<file path="src/rtl/spi3w_pkg.sv">
`timescale 1ns/1ps
package spi3w_pkg;

  // Host opcodes; bit 1 selects the FIFO chip select, bit 0 selects reads.
  typedef enum logic [1:0] {
    OP_REG_WR  = 2'b00,
    OP_REG_RD  = 2'b01,
    OP_FIFO_WR = 2'b10,
    OP_FIFO_RD = 2'b11
  } spi3w_op_e;

  typedef enum logic [1:0] {
    ST_IDLE,
    ST_SETUP,
    ST_XFER,
    ST_HOLD
  } spi3w_state_e;

endpackage

</file>
<file path="src/rtl/spi3w_tick.sv">
`timescale 1ns/1ps
// Half-period clock enable: pulses every HALF_DIV cycles while en is high.
module spi3w_tick #(
  parameter int HALF_DIV = 4
) (
  input  logic clk,
  input  logic rst,
  input  logic en,
  output logic tick
);

  generate
    if (HALF_DIV <= 1) begin : g_direct
      assign tick = en;
    end else begin : g_count
      localparam int TW = $clog2(HALF_DIV);
      logic [TW-1:0] cnt_q;

      assign tick = en && (cnt_q == TW'(HALF_DIV - 1));

      always_ff @(posedge clk) begin
        if (rst || !en) begin
          cnt_q <= '0;
        end else if (tick) begin
          cnt_q <= '0;
        end else begin
          cnt_q <= cnt_q + 1'b1;
        end
      end
    end
  endgenerate

endmodule

</file>
<file path="src/rtl/spi3w_shift.sv">
`timescale 1ns/1ps
// Frame shifter: left-aligned transmit word, serial receive byte.
module spi3w_shift #(
  parameter int FRAME_W = 16,
  parameter int DW      = 8
) (
  input  logic               clk,
  input  logic               rst,
  input  logic               load,
  input  logic [FRAME_W-1:0] load_word,
  input  logic               shift,
  input  logic               sample,
  input  logic               sdi,
  output logic               sdo,
  output logic [DW-1:0]      rx_byte
);

  logic [FRAME_W-1:0] tx_q;
  logic [DW-1:0]      rx_q;

  always_ff @(posedge clk) begin
    if (rst) begin
      tx_q <= '0;
    end else if (load) begin
      tx_q <= load_word;
    end else if (shift) begin
      tx_q <= {tx_q[FRAME_W-2:0], 1'b0};
    end
  end

  always_ff @(posedge clk) begin
    if (rst) begin
      rx_q <= '0;
    end else if (sample) begin
      rx_q <= {rx_q[DW-2:0], sdi};
    end
  end

  assign sdo     = tx_q[FRAME_W-1];
  assign rx_byte = rx_q;

endmodule

</file>
<file path="src/rtl/spi3w_ctrl.sv">
`timescale 1ns/1ps
// Frame sequencer: chip-select setup, bit clocking, turnaround, deselect hold.
module spi3w_ctrl import spi3w_pkg::*; #(
  parameter int HALF_DIV      = 4,
  parameter int FRAME_W       = 16,
  parameter int DW            = 8,
  parameter int FIFO_HOLD_CYC = 250
) (
  input  logic       clk,
  input  logic       rst,
  input  logic       req_valid,
  input  logic [1:0] req_op,
  input  logic       tick,
  output logic       tick_en,
  output logic       load,
  output logic       shift,
  output logic       sample,
  output logic       fin_rd,
  output logic       busy,
  output logic       done,
  output logic       sck,
  output logic       cs_reg_n,
  output logic       cs_fifo_n,
  output logic       oe
);

  localparam int REG_SETUP  = HALF_DIV;
  localparam int FIFO_SETUP = 3 * HALF_DIV;
  localparam int REG_HOLD   = 2 * HALF_DIV;
  localparam int CNT_MAX    = (FIFO_HOLD_CYC > FIFO_SETUP) ? FIFO_HOLD_CYC : FIFO_SETUP;
  localparam int CW         = $clog2(CNT_MAX + 1);
  localparam int BW         = $clog2(FRAME_W + 1);

  spi3w_state_e   state_q;
  logic [CW-1:0]  cnt_q;
  logic [BW-1:0]  bits_q;
  logic           fifo_q;
  logic           rd_q;
  logic [CW-1:0]  setup_last;
  logic [CW-1:0]  hold_last;
  logic [BW-1:0]  nbits;
  logic           req_fifo;
  logic           req_rd;
  logic           hold_end;

  assign req_fifo   = (req_op == OP_FIFO_WR) || (req_op == OP_FIFO_RD);
  assign req_rd     = (req_op == OP_REG_RD)  || (req_op == OP_FIFO_RD);
  assign setup_last = fifo_q ? CW'(FIFO_SETUP - 1) : CW'(REG_SETUP - 1);
  assign hold_last  = fifo_q ? CW'(FIFO_HOLD_CYC - 1) : CW'(REG_HOLD - 1);
  assign nbits      = fifo_q ? BW'(DW) : BW'(FRAME_W);
  assign hold_end   = (state_q == ST_HOLD) && (cnt_q == hold_last);

  assign tick_en = (state_q == ST_XFER);
  assign load    = (state_q == ST_IDLE) && req_valid;
  assign shift   = tick_en && tick && sck && (bits_q != nbits);
  assign sample  = tick_en && tick && !sck && rd_q && (bits_q >= nbits - BW'(DW));
  assign fin_rd  = hold_end && rd_q;
  assign busy    = (state_q != ST_IDLE);

  always_ff @(posedge clk) begin
    if (rst) begin
      state_q   <= ST_IDLE;
      cnt_q     <= '0;
      bits_q    <= '0;
      fifo_q    <= 1'b0;
      rd_q      <= 1'b0;
      sck       <= 1'b0;
      cs_reg_n  <= 1'b1;
      cs_fifo_n <= 1'b1;
      oe        <= 1'b0;
      done      <= 1'b0;
    end else begin
      done <= 1'b0;
      unique case (state_q)
        ST_IDLE: begin
          if (req_valid) begin
            fifo_q    <= req_fifo;
            rd_q      <= req_rd;
            cs_reg_n  <= req_fifo;
            cs_fifo_n <= !req_fifo;
            oe        <= (req_op != OP_FIFO_RD);
            cnt_q     <= '0;
            bits_q    <= '0;
            state_q   <= ST_SETUP;
          end
        end
        ST_SETUP: begin
          if (cnt_q == setup_last) begin
            cnt_q   <= '0;
            state_q <= ST_XFER;
          end else begin
            cnt_q <= cnt_q + 1'b1;
          end
        end
        ST_XFER: begin
          if (tick) begin
            if (!sck) begin
              sck    <= 1'b1;
              bits_q <= bits_q + 1'b1;
            end else begin
              sck <= 1'b0;
              if (bits_q == nbits) begin
                oe      <= 1'b0;
                cnt_q   <= '0;
                state_q <= ST_HOLD;
              end else if (!fifo_q && rd_q && (bits_q == BW'(FRAME_W - DW))) begin
                oe <= 1'b0;
              end
            end
          end
        end
        ST_HOLD: begin
          if (hold_end) begin
            cs_reg_n  <= 1'b1;
            cs_fifo_n <= 1'b1;
            done      <= 1'b1;
            state_q   <= ST_IDLE;
          end else begin
            cnt_q <= cnt_q + 1'b1;
          end
        end
        default: state_q <= ST_IDLE;
      endcase
    end
  end

endmodule

</file>
<file path="src/rtl/spi3w_master.sv">
`timescale 1ns/1ps
module spi3w_master import spi3w_pkg::*; #(
  parameter int CLK_HZ       = 125_000_000,
  parameter int HALF_DIV     = 4,
  parameter int FIFO_HOLD_NS = 2000,
  parameter int AW           = 7,
  parameter int DW           = 8
) (
  input  logic          clk,
  input  logic          rst,
  input  logic          req_valid,
  input  logic [1:0]    req_op,
  input  logic [AW-1:0] req_addr,
  input  logic [DW-1:0] req_wdata,
  output logic          busy,
  output logic          done,
  output logic [DW-1:0] rdata,
  output logic          spi_sck,
  output logic          cs_reg_n,
  output logic          cs_fifo_n,
  output logic          sdio_o,
  output logic          sdio_oe,
  input  logic          sdio_i
);

  localparam int FRAME_W       = 1 + AW + DW;
  localparam int HOLD_RAW      = ((CLK_HZ / 1000) * FIFO_HOLD_NS + 999_999) / 1_000_000;
  localparam int FIFO_HOLD_CYC = (HOLD_RAW > 2 * HALF_DIV) ? HOLD_RAW : 2 * HALF_DIV;

  logic               tick, tick_en;
  logic               load, shift, sample, fin_rd;
  logic [FRAME_W-1:0] load_word;
  logic [DW-1:0]      rx_byte;
  logic [DW-1:0]      rdata_q;

  always_comb begin
    unique case (spi3w_op_e'(req_op))
      OP_REG_WR:  load_word = {1'b0, req_addr, req_wdata};
      OP_REG_RD:  load_word = {1'b1, req_addr, {DW{1'b0}}};
      OP_FIFO_WR: load_word = {req_wdata, {(FRAME_W-DW){1'b0}}};
      default:    load_word = '0;
    endcase
  end

  spi3w_tick #(.HALF_DIV(HALF_DIV)) u_tick (
    .clk (clk),
    .rst (rst),
    .en  (tick_en),
    .tick(tick)
  );

  spi3w_shift #(.FRAME_W(FRAME_W), .DW(DW)) u_shift (
    .clk      (clk),
    .rst      (rst),
    .load     (load),
    .load_word(load_word),
    .shift    (shift),
    .sample   (sample),
    .sdi      (sdio_i),
    .sdo      (sdio_o),
    .rx_byte  (rx_byte)
  );

  spi3w_ctrl #(
    .HALF_DIV     (HALF_DIV),
    .FRAME_W      (FRAME_W),
    .DW           (DW),
    .FIFO_HOLD_CYC(FIFO_HOLD_CYC)
  ) u_ctrl (
    .clk      (clk),
    .rst      (rst),
    .req_valid(req_valid),
    .req_op   (req_op),
    .tick     (tick),
    .tick_en  (tick_en),
    .load     (load),
    .shift    (shift),
    .sample   (sample),
    .fin_rd   (fin_rd),
    .busy     (busy),
    .done     (done),
    .sck      (spi_sck),
    .cs_reg_n (cs_reg_n),
    .cs_fifo_n(cs_fifo_n),
    .oe       (sdio_oe)
  );

  // Read result is captured on the edge that raises done.
  always_ff @(posedge clk) begin
    if (rst) begin
      rdata_q <= '0;
    end else if (fin_rd) begin
      rdata_q <= rx_byte;
    end
  end

  assign rdata = rdata_q;

endmodule

</file>
<file path="config.mk">
export PLATFORM = sky130hd
export DESIGN_NAME = spi3w_master
export DESIGN_NICKNAME = d
export VERILOG_FILES = /design/src/rtl/spi3w_pkg.sv /design/src/rtl/spi3w_tick.sv /design/src/rtl/spi3w_shift.sv /design/src/rtl/spi3w_ctrl.sv /design/src/rtl/spi3w_master.sv
export SDC_FILE = /design/constraint.sdc
export NUM_CORES = 1
export LEC_CHECK = 0
export BUFFER_PORTS_ARGS = -buffer_cell sky130_fd_sc_hd__buf_2
export CAP_MARGIN = 20
export CORE_MARGIN = 8
export CORE_UTILIZATION = 33
export DETAILED_ROUTE_END_ITERATION = 12
export PLACE_DENSITY = 0.63
export SLEW_MARGIN = 20
export SYNTH_ARGS = -nofsm -noshare
export SYNTH_HDL_FRONTEND = slang
export SYNTH_SLANG_ARGS = --single-unit
</file>
<file path="constraint.sdc">
create_clock -name clk -period 4.7 [get_ports clk]
set_clock_uncertainty 0.05 [all_clocks]
set_input_delay 0.235 -clock clk [delete_from_list [all_inputs] [get_ports clk]]
set_output_delay 0.235 -clock clk [all_outputs]
set_load 0.005 [all_outputs]
</file>
==> impl_metrics.ini <==
[drt]
drtIter0Drc = 88
via_per_inst = 5.13
first_pass_iters = 4
antenna_left = 0
wl_per_cell_um = 13.7
finalWirelength_um = 5880
num_vias = 2205
drcViolationCount = 0

[cts]
htree_levels = 2
cts_tree = done
clk_latency_ps = 310
path_clk_slew_ps = 100
cts_buffer_depth = 2
cts_setup_buffers = 0
root_buffer = clkbuf_8
cts_hold_buf = 0
cts.sinks = 56
post_cts_resized = 0
cts_made_buffers = 5

[cells_and_area]
synthToLayoutAreaGrowth_pct = 13.4
fill_cells = 891
layout.nets = 356
drive_gt1_frac = 0.160
multi_input_area_sq_mm = 0.00147
antenna_cells = 0
seqCellArea_sq_mm = 0.00112
final_cells = 430

[grt]
grt.total_usage = 0.102
grt_max_degree = 56
overflow = 0
grt_pass1_vias = 2060
antenna_found_initial = 0
grt_pass1_wl_um = 9670

[sta]
fin_crit_sh = 0.574
slew-limit-headroom = 0.317
fin_crit_ps = 2700
setup_violations = 0
tightest_slew_ps = 1020
hold_violations = 0
rsz0062_at_grt = no
finalSetupTns_ps = 0
max_freq_mhz = 371
slew_viol_final = 0

[placement]
place_inst = 423
gp_congestion = 0.781
dpl.hpwl_um = 4280
portBuffers = 35

[setup_path]
crit_path_start = u_ctrl.fifo_q
cp_max_fo = 11
crit_end = u_ctrl.cnt_q[7]
cp-start-kind = flop
r2r_start = u_ctrl.fifo_q
cp.arrival_ps = 2850
r2r_slack_ps = 2000
required_ps = 4850
rr_worst_depth = 7
worstSetupEndpointType = flop
r2r-end = u_ctrl.cnt_q[7]
critPathKind = reg -> reg

[flow_run]
maxCapViolCount = 0

[yosys]
ys_seq_area_frac = 0.414
synthSimpleGateAreaFrac = 0.211
synthesis.nets = 330
synth-xor-area-share = 0.0194
synth.area.mux_share = 0.0814
synth_top_family_by_area = simple AND/OR/NAND/NOR gates
synth-edff-count = 0
synth_cells = 299
synthAdderAreaFrac = 0.0462
synth-compound-area-share = 0.185
synth-main-ff-cell = dfxtp_1
ys_ff_latch = 56
synth_cell_type_count = 52
ys.warnings.count = 0
synth.avg_cell_area_sq_um = 9.05
async_reset_ff_frac = 0
synth_area_sq_mm = 0.00271

[floorplanning]
die_height_um = 107
io-pin-count = 36
rows = 33
die_w_um = 107
start_util = 0.334
dieArea_sq_mm = 0.0114
coreArea_sq_mm = 0.00809

[power_and_ir_drop]
powerDensity_mw_per_mm2 = 458
ir_drop_uv = 188
leakage_nw = 1.19

[hold_path]
hold_class = in -> reg

[outcome]
status = completed
[worst min path at each step]
| stage | cells after the start | start | to |
|---|---|---|---|
| 2_1_floorplan | 2 | req_op[0] | u_ctrl.rd_q |
| 3_3_place_gp | 1 | u_tick.g_count.cnt_q[0] | u_tick.g_count.cnt_q[0] |
| 3_5_place_dp | 1 | u_tick.g_count.cnt_q[0] | u_tick.g_count.cnt_q[0] |
| 4_1_cts | 3 | sdio_i | u_shift.rx_byte[0] |
| 5_1_grt | 3 | sdio_i | u_shift.rx_byte[0] |
| 6_report | 3 | sdio_i | u_shift.rx_byte[0] |
[per-stage QoR]
stage | cell area (sq um) | utilization | setup slack, ps | total power [mW] | hold slack, ps
6_report | 3070 | 0.379 | 2000 | 1.41 | 117
4_1_cts | 3070 | 0.379 | 2050 | 1.43 | 106
3_5_place_dp | 2940 | 0.363 | 2070 | 1.06 | 379
3_3_place_gp | 2940 | 0.363 | 2120 | 1.05 | 367
2_1_floorplan | 2710 | - | 2530 | 0.961 | 321
5_1_grt | 3070 | 0.379 | 1770 | 1.50 | 124
[cells by family (layout without fill, tap and decap cells)]
family          Yosys count  in the layout
compound gates           65             65
xor+xnor                  6              6
fa+ha+maj                10             10
buf+inv                  27             53
flops                    56             56
mux                      22             22
simple gates            113            113
[sequential cells by signal, indices dropped and copies added (netlist names)]
register / flops
u_ctrl.fifo_q: 1
u_ctrl.sck: 1
u_ctrl.rd_q: 1
u_ctrl.done: 1
u_shift.rx_byte: 8
rdata: 8
u_ctrl.cnt_q: 8
u_ctrl.state_q: 2
u_ctrl.bits_q: 5
u_ctrl.oe: 1
u_tick.g_count.cnt_q: 2
u_ctrl.cs_fifo_n: 1
u_shift.tx_q: 16
u_ctrl.cs_reg_n: 1
[worst max-delay path, cell delays in order (launching register included)]
cell and delay [ps]:
dfxtp_1 550, inv_1 80, ha_1 320, nor3b_1 330, nand4b_1 170, a32oi_1 600
o21ai_0 200, a32o_1 300
[per-layer routing]
| layer | share of wire | track usage |
|---|---|---|
| met5 | 0 | 0 |
| met4 | 0.011 | 0.0332 |
| met3 | 0.031 | 0.0218 |
| met2 | 0.48 | 0.169 |
| met1 | 0.48 | 0.129 |
[layout by cell type (no fill, tap or decap), drive strengths merged, types with 5 or more instances in the layout]
| cell type | synthesis | final |
|---|---|---|
| clkbuf | 11 | 5 |
| nor3 | 10 | 10 |
| inv | 9 | 9 |
| nor2 | 40 | 40 |
| buf | 5 | 35 |
| a21oi | 15 | 15 |
| ha | 10 | 10 |
| nand3 | 7 | 7 |
| mux2i | 22 | 22 |
| dfxtp | 56 | 56 |
| nand2 | 22 | 22 |
| nand2b | 7 | 7 |
| o21ai | 7 | 7 |
| a221oi | 11 | 11 |
| nor4 | 5 | 5 |
| a211oi | 5 | 5 |
[where the power goes]
group          leakage, nW  internal (mW)  switching, mW
clock               0.0642          0.210          0.154
sequential           0.455          0.539         0.0468
combinational        0.671          0.184          0.274
[synthesized netlist by cell type, types with 2 or more instances]
cell / n / area, sq um
a211oi_1: 5 / 37.5
a21boi_0: 2 / 15.0
a21oi_1: 15 / 75.1
a221o_1: 3 / 30.0
a221oi_1: 11 / 96.3
a32o_1: 4 / 40.0
and3_1: 2 / 12.5
buf_2: 4 / 20.0
clkbuf_1: 11 / 41.3
clkinv_1: 2 / 7.51
dfxtp_1: 56 / 1120
ha_1: 10 / 125
inv_1: 9 / 33.8
mux2i_1: 22 / 220
nand2_1: 22 / 82.6
nand2b_1: 6 / 37.5
nand3_1: 7 / 35.0
nand3b_1: 2 / 15.0
nand4_1: 2 / 12.5
nand4b_1: 2 / 17.5
nor2_1: 40 / 150
nor2b_1: 2 / 12.5
nor3_1: 10 / 50.1
nor3b_1: 2 / 15.0
nor4_1: 5 / 31.3
nor4bb_1: 3 / 30.0
o211ai_1: 4 / 30.0
o21ai_0: 7 / 35.0
o2bb2ai_1: 2 / 17.5
xnor2_1: 2 / 17.5
xor2_1: 4 / 35.0
[layout make-up]
class / count / area share
clock buffers: 5 / 0.0224
inverters: 11 / 0.0135
clock inverters: 2 / 0.0196
well taps: 105 / 0.0428
multi-input cells: 216 / 0.479
flip-flops and latches: 56 / 0.365
repair buffers: 35 / 0.0571
Power figures use the tool's default switching activity.
